===== src/rtl/acqc_pkg.sv =====
package acqc_pkg;

    typedef enum logic [1:0] {
        ST_IDLE = 2'b00,
        ST_ACQ  = 2'b01,
        ST_READ = 2'b10
    } acq_state_e;

    typedef struct packed {
        logic arm;
        logic readback;
        logic halt;
        logic load_mask;
        logic load_pol;
    } host_cmd_t;

    function automatic acq_state_e next_state(input acq_state_e cur,
                                              input host_cmd_t cmd,
                                              input logic full);
        acq_state_e nxt;
        nxt = cur;
        unique case (cur)
            ST_IDLE: begin
                if (cmd.arm)           nxt = ST_ACQ;
                else if (cmd.readback) nxt = ST_READ;
            end
            ST_ACQ:  if (full)     nxt = ST_IDLE;
            ST_READ: if (cmd.halt) nxt = ST_IDLE;
            default: nxt = ST_IDLE;
        endcase
        return nxt;
    endfunction

endpackage


===== src/rtl/acqc_cmd_decode.sv =====
module acqc_cmd_decode
    import acqc_pkg::*;
#(
    parameter int          AW        = 8,
    parameter logic [AW-1:0] ARM_ADDR  = 8'h56,
    parameter logic [AW-1:0] READ_ADDR = 8'h55,
    parameter logic [AW-1:0] HALT_ADDR = 8'h53,
    parameter logic [AW-1:0] MASK_ADDR = 8'h50,
    parameter logic [AW-1:0] POL_ADDR  = 8'h51
) (
    input  logic          wr,
    input  logic [AW-1:0] addr,
    output host_cmd_t     cmd
);
    always_comb begin
        cmd           = '0;
        cmd.arm       = wr && (addr == ARM_ADDR);
        cmd.readback  = wr && (addr == READ_ADDR);
        cmd.halt      = wr && (addr == HALT_ADDR);
        cmd.load_mask = wr && (addr == MASK_ADDR);
        cmd.load_pol  = wr && (addr == POL_ADDR);
    end
endmodule


===== src/rtl/acqc_sequencer.sv =====
module acqc_sequencer
    import acqc_pkg::*;
(
    input  logic       clk,
    input  logic       rst,
    input  host_cmd_t  cmd,
    input  logic       full,
    output acq_state_e state
);
    always_ff @(posedge clk) begin
        if (rst) state <= ST_IDLE;
        else     state <= next_state(state, cmd, full);
    end
endmodule


===== src/rtl/acqc_qualify.sv =====
module acqc_qualify
    import acqc_pkg::*;
#(
    parameter int QW = 8
) (
    input  logic          clk,
    input  logic          rst,
    input  host_cmd_t     cmd,
    input  logic [QW-1:0] wdata,
    input  logic [QW-1:0] qual,
    input  acq_state_e    state,
    output logic          trig_q,
    output logic          clkq_q
);
    logic [QW-1:0] mask_r;
    logic [QW-1:0] pol_r;
    logic [QW-1:0] term;
    logic          all_hit;
    logic          armed;

    always_ff @(posedge clk) begin
        if (rst) begin
            mask_r <= '0;
            pol_r  <= '0;
        end else begin
            if (cmd.load_mask) mask_r <= wdata;
            if (cmd.load_pol)  pol_r  <= wdata;
        end
    end

    // polarity first, then mask forces the bit true
    for (genvar i = 0; i < QW; i++) begin : g_bit
        assign term[i] = (qual[i] ^ pol_r[i]) | mask_r[i];
    end

    assign all_hit = &term;
    assign armed   = (state == ST_ACQ);

    always_ff @(posedge clk) begin
        if (rst) begin
            trig_q <= 1'b0;
            clkq_q <= 1'b0;
        end else begin
            trig_q <= armed & all_hit;
            clkq_q <= armed;
        end
    end
endmodule


===== src/rtl/acq_ctrl.sv =====
module acq_ctrl
    import acqc_pkg::*;
#(
    parameter int            AW        = 8,
    parameter int            QW        = 8,
    parameter logic [AW-1:0] ARM_ADDR  = 8'h56,
    parameter logic [AW-1:0] READ_ADDR = 8'h55,
    parameter logic [AW-1:0] HALT_ADDR = 8'h53,
    parameter logic [AW-1:0] MASK_ADDR = 8'h50,
    parameter logic [AW-1:0] POL_ADDR  = 8'h51
) (
    input  logic          clk,
    input  logic          rst,
    input  logic          host_wr,
    input  logic [AW-1:0] host_addr,
    input  logic [QW-1:0] host_wdata,
    input  logic [QW-1:0] qual_in,
    input  logic          mem_full,
    output logic          trig_qual_q,
    output logic          clk_qual_q,
    output logic          addr_adv_en,
    output logic [1:0]    state_o
);
    host_cmd_t  cmd;
    acq_state_e state;

    acqc_cmd_decode #(
        .AW(AW), .ARM_ADDR(ARM_ADDR), .READ_ADDR(READ_ADDR),
        .HALT_ADDR(HALT_ADDR), .MASK_ADDR(MASK_ADDR), .POL_ADDR(POL_ADDR)
    ) dec_i (
        .wr   (host_wr),
        .addr (host_addr),
        .cmd  (cmd)
    );

    acqc_sequencer seq_i (
        .clk   (clk),
        .rst   (rst),
        .cmd   (cmd),
        .full  (mem_full),
        .state (state)
    );

    acqc_qualify #(.QW(QW)) qual_i (
        .clk    (clk),
        .rst    (rst),
        .cmd    (cmd),
        .wdata  (host_wdata),
        .qual   (qual_in),
        .state  (state),
        .trig_q (trig_qual_q),
        .clkq_q (clk_qual_q)
    );

    assign addr_adv_en = (state == ST_READ);
    assign state_o     = state;
endmodule


===== config.mk =====
export PLATFORM = sky130hd
export DESIGN_NAME = acq_ctrl
export DESIGN_NICKNAME = d
export VERILOG_FILES = /design/src/rtl/acqc_pkg.sv /design/src/rtl/acqc_cmd_decode.sv /design/src/rtl/acqc_sequencer.sv /design/src/rtl/acqc_qualify.sv /design/src/rtl/acq_ctrl.sv
export SDC_FILE = /design/constraint.sdc
export NUM_CORES = 1
export LEC_CHECK = 0
export CAP_MARGIN = 20
export CORE_UTILIZATION = 43
export DETAILED_ROUTE_END_ITERATION = 12
export GPL_TIMING_DRIVEN = 1
export PLACE_DENSITY = 0.8
export SLEW_MARGIN = 10
export SYNTH_ARGS = -nofsm -noshare
export SYNTH_HDL_FRONTEND = slang
export SYNTH_SLANG_ARGS = --single-unit
export TNS_END_PERCENT = 50

===== constraint.sdc =====
create_clock -name clk -period 1.4 [get_ports clk]
set_clock_uncertainty 0.05 [all_clocks]
set_input_delay 0.28 -clock clk [delete_from_list [all_inputs] [get_ports clk]]
set_output_delay 0.28 -clock clk [all_outputs]
set_load 0.02 [all_outputs]

* Word-level counts from Yosys, hierarchy flattened
Cells that the tools add are included.
** Word-level totals
- Input bits :: 28
- Register bits :: 20
** Cells by class
- Muxes and demuxes :: 5
- Equal/unequal tests :: 10
- Reduce and logical (&&, ||, !) cells :: 8
- Bitwise logic cells :: 17
** Operators with widths (number)
- $eq 8x7->1 const B :: 5
- $mux 2 :: 4
- $or 1x1->1 :: 8
- $reduce_and 8->1 :: 1
- $xor 1x1->1 :: 8
- $pmux 2 s3 :: 1
- $logic_and 1x1->1 :: 5
- $ne 3x3->1 const B :: 1
- $reduce_and 3->1 :: 1
- $eq 2x1->1 const B :: 1
- $eq 2x2->1 const B :: 1
- $logic_not 2->1 :: 1
- $ne 2x1->1 const B :: 1
- $ne 2x2->1 const B :: 1
- $and 1x1->1 :: 1

* Longest topological paths before layout
Gate-level depths: netlist of run 1.
- Word-level depth :: 5
- Mapped depth :: 4

* By module
A second synthesis of run 1 with hierarchy kept.
** Second synthesis, totals
- Cell total of the unflattened synthesis :: 91
- Area total of the unflattened synthesis :: 929.6 sq um
** Modules (own cells, without submodules)
- acqc_qualify :: seq. area each 360.3 sq um, cells each 70, area each 738.2 sq um, instances 1
- acqc_sequencer :: seq. area each 40.0 sq um, cells each 9, area each 91.3 sq um, instances 1
- acqc_cmd_decode :: seq. area each 0.0 sq um, cells each 11, area each 86.3 sq um, instances 1
- acq_ctrl :: seq. area each 0.0 sq um, cells each 1, area each 13.8 sq um, instances 1

* Least setup slack after synthesis of run 1
Ideal clock, no wire load.
- Path kind :: input -> register
- Start :: in host_addr[3]
- End :: reg qual_i.mask_r[5]
- Arrival time :: 1.096 ns
- Required time :: 1.222 ns
- Setup slack :: 0.125 ns
- Library setup time :: 0.128 ns
- Cell stages on the path :: 4
- Path through :: nor4b_4 > nand3_4 > mux2i_1 > nor2_1
** On the way
- Cells in the longest elaborated chain, start to end :: 2
** RTL lines
- start: declaration :: RTL line acq_ctrl.sv:15 : input logic [AW-1:0] host_addr,
- $eq 8x7->1 :: RTL line acqc_cmd_decode.sv:20 : cmd.load_mask = wr && (addr == MASK_ADDR);
- $logic_and 1x1->1 :: RTL line acqc_cmd_decode.sv:20
- end signal: assignment :: RTL line acqc_qualify.sv:26 : if (cmd.load_mask) mask_r <= wdata;
- end: declaration :: RTL line acqc_qualify.sv:15 : logic [QW-1:0] mask_r;
No other way between the ends.
A chain may end at the register's enable or synchronous reset.

* Worst setup path in the final report of run 1
- Start :: in host_addr[6]
- End :: reg seq_i.state[0]
** On the way
- Cells in the longest elaborated chain, start to end :: 4
** RTL lines
- $eq 8x7->1 (on tied branches) :: RTL line acqc_cmd_decode.sv:18, acqc_cmd_decode.sv:17, acqc_cmd_decode.sv:19
- $logic_and 1x1->1 (on tied branches) :: RTL line acqc_cmd_decode.sv:18, acqc_cmd_decode.sv:17, acqc_cmd_decode.sv:19
- $ne 3x3->1 (no source line) (tied with other cells)
- $reduce_and 3->1 (no source line) or $pmux 2 s3 (tied branches)
- end signal: assignment :: RTL line acqc_sequencer.sv:12 : else state <= next_state(state, cmd, full);
- end: declaration :: RTL line acqc_sequencer.sv:8 : output acq_state_e state
Several ways; a longest one is shown, not always the timed one.

==> results of run 1 <==
## cell usage after synthesis (2+ instances only)
cell,n
clkbuf_1,2
o21ai_1,2
nor2_1,18
dfxtp_1,20
mux2i_1,16
nand2_1,2
nor3b_1,3
nand3_4,2
xor2_1,8
o22ai_1,3
## state kept, by name, indices dropped and copies added, names as in the netlist
name	count
qual_i.mask_r	8
qual_i.pol_r	8
seq_i.state	2
qual_i.clkq_q	1
qual_i.trig_q	1
## critical path, stage by stage
cell and delay (ns):
clkdlybuf4s50_1 0.50, nor4b_4 0.21, nand4_1 0.14, o32a_1 0.32, nor3_2 0.09
## worst min-delay path by stage
stage,slack (ns),end,depth (start not counted)
global placement,0.43,qual_i.mask_r[5]$_SDFFE_PP0P_,2
floorplan,0.32,qual_i.clkq_q$_SDFF_PP0_,1
detailed placement,0.44,qual_i.mask_r[6]$_SDFFE_PP0P_,2
CTS,0.47,qual_i.mask_r[6]$_SDFFE_PP0P_,2
global route,0.36,seq_i.state[0]$_SDFFE_PP0P_,4
finish,0.38,seq_i.state[0]$_SDFFE_PP0P_,4
## power by group through the flow
stage,registers [mW],logic [mW],clock network (mW)
2_1_floorplan,0.583,0.0355,0
3_3_place_gp,0.583,0.138,0
3_5_place_dp,0.583,0.140,0
4_1_cts,0.570,0.139,0.344
5_1_grt,0.570,0.152,0.371
6_report,0.570,0.142,0.325
## timing repair
action | 4_1_cts | 5_1_grt
resized for setup | 15 | 11
setup endpoints to repair | 22 | 19
pin swaps | 1 | 4
gates cloned | 0 | 0
endpoints found under the hold margin | 0 | 0
setup buffers | 0 | 0
## per-stage QoR
step                setup WS (ns)  hold WS (ns)  total power, mW  TNS (ns)
floorplan                   0.125         0.316            0.618         0
finish                     0.0408         0.377             1.04         0
global route              -0.0104         0.359             1.09   -0.0314
CTS                      -0.00748         0.465             1.05  -0.00748
global placement           -0.397         0.428            0.721     -6.84
detailed placement         -0.452         0.439            0.723     -7.43
## metal layers
layer / wire length, um / global-route usage (%) / up-vias / part of all wire (%)
li1: - / - / 398 / -
met1: 809 / 19.6 / 354 / 40
met2: 1050 / 32.7 / 26 / 52
met3: 126 / 6.04 / 5 / 6.3
met4: 24 / 5.00 / 0 / 1.2
met5: 0 / 0 / - / 0
## cells by family (layout without fill, tap and decap cells)
family                    after synthesis  in the layout
AOI/OAI and AO/OA                       6              6
xor gates and xnor gates                8              8
and+or+nand+nor                        36             36
muxes                                  16             16
DFF                                    20             20
buffers and inverters                   3             46
## layout make-up
cell class                      count  area, sq um  share of cell area (%)
Clock buffer                        4         36.3                    2.63
Sequential cell                    20          400                    29.0
Tap cell                           27         33.8                    2.45
Timing Repair Buffer               41          383                    27.7
Multi-Input combinational cell     66          524                    38.0
Inverter                            1         3.75                   0.272
==> summary.txt, run 1 <==
Die
  – Die area: 2300 sq um
  – Row Count: 16
  – Die height: 48.0 um
  – Initial Util: 45.8%
  – I/O pins: 33
  – Horiz. Die Dim: 48.0 um
  – Std-Cell Core Area: 1980 sq um

Synthesis
  – Post-synthesis xor/xnor area fraction: 7.71%
  – Mapped cell area: 908 sq um
  – EDFF count, synth: 0
  – Post-synthesis mux area share: 17.6%
  – Synth unique cells: 23
  – Post-synthesis simple-gate area fraction: 25.1%
  – Adder-cell share of the synthesized area: 0%
  – Synth Area per Inst: 10.2 sq um
  – Synth Flop Type: dfxtp_1
  – Top cell type's share of synthesized area: 44.1%
  – Compound-Gate Fraction of Synth Area: 4.27%
  – Synth area leaders: dfxtp_1, mux2i_1, xor2_1
  – Syn_nets: 117
  – Synthesis Warnings: 0
  – Ys async rst share: 0%
  – Register area share after synthesis: 44.1%
  – Cell count after synthesis: 89
  – Synthesized flop and latch total: 20
  – Yosys top cell by area: dfxtp_1
  – Main combinational cell family by area after synthesis: simple AND/OR/NAND/NOR gates

Clocking
  – CTS max path bufs: 2
  – Num CTS Buffers: 3
  – H-tree levels: 1
  – Worst-path clk slew: 0.11 ns
  – CTS tree: built
  – CTS root buf: clkbuf_4
  – Hold_buf cts: 0
  – Worst skew pair latency: 0.30 ns
  – Clock sink count: 20

GRT
  – Largest net degree at the start of global routing: 20
  – First-pass GRT wire length: 2.80 mm
  – Gr ovfl total: 0
  – Tot GR Track Use: 17.9%
  – Vias in the first global route: 715
  – Initial antenna violation count: 0

Layout
  – Area Growth Syn to Fin: 52.1%
  – Fin area: 1380 sq um
  – Commonest non-fill, non-tap cell in the layout: dfxtp_1
  – Commonest non-fill, non-tap cells in the layout: dfxtp_1, clkdlybuf4s50_1, nor2_1
  – Layout cell share with drive strength beyond 1: 18.2%
  – Final net count: 161
  – Antenna diodes: 0
  – Core Util, Final: 69.7%
  – Non-filler cells, final: 159
  – # fillers: 159

Drt
  – Vias post-DR: 783
  – Vias per cell: 4.92
  – DR DRC count: 0
  – DRT iter0 DRCs: 3
  – DRT Pass-1 Iters: 4
  – DR WL/cell: 12.6 um
  – WL final: 2.01 mm
  – ANT nets after route: 0

Flow run
  – Max_cap viols: 0

Pwr
  – IR Drop Worst-Case VDD: 1.05 mV
  – Internal power: 817 uW
  – Part of the power in combinational logic: 13.7%
  – Leakage: 0.709 nW
  – Clock power share: 31.4%
  – Switch Pwr: 220 uW
  – Switching part of the total: 21.2%
  – Reg power frac: 54.9%
  – PD cells: 751 nW/um^2

Worst setup path
  – CP endpoint kind: register
  – Crit Path Class: in2reg
  – Crit start category: input pin
  – R2r endpoint: qual_i.trig_q$_SDFF_PP0_
  – Worst Setup EP: seq_i.state[0]$_SDFFE_PP0P_
  – Crit path arrival time: 1.55 ns
  – Critical path data required time: 1.59 ns
  – Launching point of the worst reg2reg path: seq_i.state[1]$_SDFFE_PP0P_
  – Crit Path Max Fanout: 2
  – Critical path launch point: host_addr[6]
  – R2r setup slk: 0.15 ns
  – R2R depth: 5

Place
  – HPWL after detailed placement: 1.46 mm
  – Gpl congestion: 0.719
  – Placed Area: 1320 sq um
  – Port buffer count: 32
  – Placed cells: 155

STA
  – Fin. Hold Viols: 0
  – Fmax: 736 MHz
  – Worst Tran Pin Value: 0.242 ns
  – Final setup fails: 0
  – Period utilization: 97.1%
  – RSZ-0062 raised after global routing: yes
  – Final Slew Violations: 0
  – Max-slew headroom: 83.9%
  – Fin crit period: 1.36 ns

Hold path
  – Hold Path Class: in2reg
  – Worst Hold Launch: host_wr

Status
  – Outcome: complete, no violations
No activity file was read; power rests on OpenSTA's default activity.
==> run 2, diff against run 1 <==
--- a/config.mk
+++ b/config.mk
@@ -6,11 +6,11 @@
 export NUM_CORES = 1
 export LEC_CHECK = 0
 export CAP_MARGIN = 20
+export CORE_ASPECT_RATIO = 1.2
 export CORE_UTILIZATION = 43
 export DETAILED_ROUTE_END_ITERATION = 12
 export GPL_TIMING_DRIVEN = 1
 export PLACE_DENSITY = 0.8
-export SLEW_MARGIN = 10
 export SYNTH_ARGS = -nofsm -noshare
 export SYNTH_HDL_FRONTEND = slang
 export SYNTH_SLANG_ARGS = --single-unit
==> summary.txt, run 2 (same netlist as run 1, synthesis figures left out) <==
GRT
  – Largest net degree at the start of global routing: 20
  – GR Util met3: 3.79%
  – Busiest grt layer: met2
  – Gr ovfl total: 0
  – Vias in the first global route: 801
  – First-pass GRT wire length: 3.30 mm
  – Initial antenna violation count: 0
  – M1 GR Usage: 21.2%
  – Met2 Use GR: 36.6%
  – Tot GR Track Use: 19.5%

Worst setup path
  – Delay-heaviest family, CP: flip-flops
  – Crit path arrival time: 1.00 ns
  – Launching point of the worst reg2reg path: seq_i.state[1]$_SDFFE_PP0P_
  – Crit start category: register
  – CP endpoint kind: output port
  – Critical path data required time: 1.07 ns
  – Slowest-stage cell, CP: dfxtp_1
  – R2r setup slk: 0.07 ns
  – Crit Path Class: reg2out
  – R2r endpoint: qual_i.trig_q$_SDFF_PP0_
  – Crit Path Max Fanout: 4
  – R2R depth: 5
  – Worst path max stage delay: 0.39 ns
  – Worst path cell trace: clkdlybuf4s15_1
  – Critical path buffers and inverters: 1

Drt
  – Vias per cell: 5.28
  – DR WL/cell: 13.1 um
  – DRT Pass-1 Iters: 10
  – DR DRC count: 1
  – WL final: 1.99 mm
  – ANT nets after route: 0
  – DRT iter0 DRCs: 12
  – Vias post-DR: 803

Layout
  – Commonest non-fill, non-tap cells in the layout: clkdlybuf4s50_1, dfxtp_1, nor2_1
  – Non-filler cells, final: 152
  – Final net count: 162
  – Antenna diodes: 0
  – Register Area: 400 sq um
  – Area Growth Syn to Fin: 52.3%
  – Biggest regs: qual_i.mask_r: 8 flops, qual_i.pol_r: 8 flops, seq_i.state: 2 flops
  – Multi-input gate area: 515 sq um
  – # fillers: 153
  – Layout cell share with drive strength beyond 1: 18.8%

Clocking
  – Clock sink count: 20
  – CTS root buf: clkbuf_4
  – Worst-path clk slew: 0.10 ns
  – CTS max path bufs: 2
  – Num CTS Buffers: 3
  – Worst skew pair latency: 0.30 ns
  – H-tree levels: 1
  – CTS tree: built

STA
  – Worst Tran Pin Value: 0.248 ns
  – Period utilization: 95.0%
  – Final setup fails: 0
  – Fmax: 752 MHz
  – Max-slew headroom: 83.4%
  – Fin crit period: 1.33 ns
  – RSZ-0062 raised after global routing: yes
  – Hold slack: 0.398 ns
  – Final Slew Violations: 0
  – Fin. Hold Viols: 0
  – Sum Neg Setup Slack: 0 ns
  – Post-route setup slack: 0.0698 ns

Die
  – Initial Util: 47.5%
  – Die area: 2300 sq um
  – I/O pins: 33
  – Horiz. Die Dim: 44.0 um
  – Row Count: 17
  – Std-Cell Core Area: 1910 sq um
  – Die height: 52.4 um

Place
  – HPWL after detailed placement: 1.52 mm
  – Port buffer count: 32
  – Gpl congestion: 0.740
  – Placed cells: 146
  – Worst slack, placed: -0.403 ns

Pwr
  – Leakage: 0.705 nW
  – PD cells: 848 nW/um^2
  – IR Drop Worst-Case VDD: 0.722 mV
  – Total power draw: 1.17 mW

Hold path
  – Worst Hold Launch: host_wr
  – Hold Path Class: in2reg
  – Hold Crit Endpoint: seq_i.state[0]$_SDFFE_PP0P_
  – Worst hold path depth: 4

Flow run
  – Max_cap viols: 0

Status
  – Outcome: finished with violations
  – Failing checks: DRC
-- run 2: what timing repair did --
item,in CTS,in global routing
resized for setup,16,9
buffers inserted,2,0
endpoints found under the hold margin,0,0
pin swaps,1,4
hold buffers,0,0
setup endpoints to repair,22,21
-- run 2: final cells by class --
type	instances	area share (%)
multi-input combinational	66	37.3
sequential	20	28.9
timing repair buffer	42	28.0
clock inverter	1	2.17
tap	19	1.72
clock buffer	3	1.63
inverter	1	0.271
-- run 2: where the power goes --
part | switching, mW | total (mW) | internal [mW]
clock | 0.175 | 0.464 | 0.289
sequential | 0.000393 | 0.570 | 0.569
combinational | 0.0512 | 0.139 | 0.0881
total | 0.227 | 1.17 | 0.947
-- run 2: through the flow --
step / util (%) / instance area (sq um)
3_3_place_gp: 68.2 / 1310
6_report: 72.3 / 1380
5_1_grt: 72.3 / 1380
3_5_place_dp: 68.2 / 1310
2_1_floorplan: - / 908
4_1_cts: 71.6 / 1370
-- run 2: metal layers --
metal | up-vias | routed length, um
met1 | 378 | 766
met5 | - | 0
li1 | 397 | -
met2 | 26 | 1110
met4 | 0 | 9
met3 | 2 | 105
-- run 2: worst max-delay path by stage --
| stage | start | end | cells after the start |
|---|---|---|---|
| after floorplan | host_addr[3] | qual_i.mask_r[5]$_SDFFE_PP0P_ | 4 |
| after global placement | host_addr[3] | qual_i.pol_r[0]$_SDFFE_PP0P_ | 6 |
| after detailed placement | host_addr[3] | qual_i.pol_r[0]$_SDFFE_PP0P_ | 6 |
| after CTS | seq_i.state[1]$_SDFFE_PP0P_ | qual_i.trig_q$_SDFF_PP0_ | 5 |
| after global routing | seq_i.state[1]$_SDFFE_PP0P_ | qual_i.trig_q$_SDFF_PP0_ | 5 |
| final | seq_i.state[0]$_SDFFE_PP0P_ | state_o[0] | 1 |
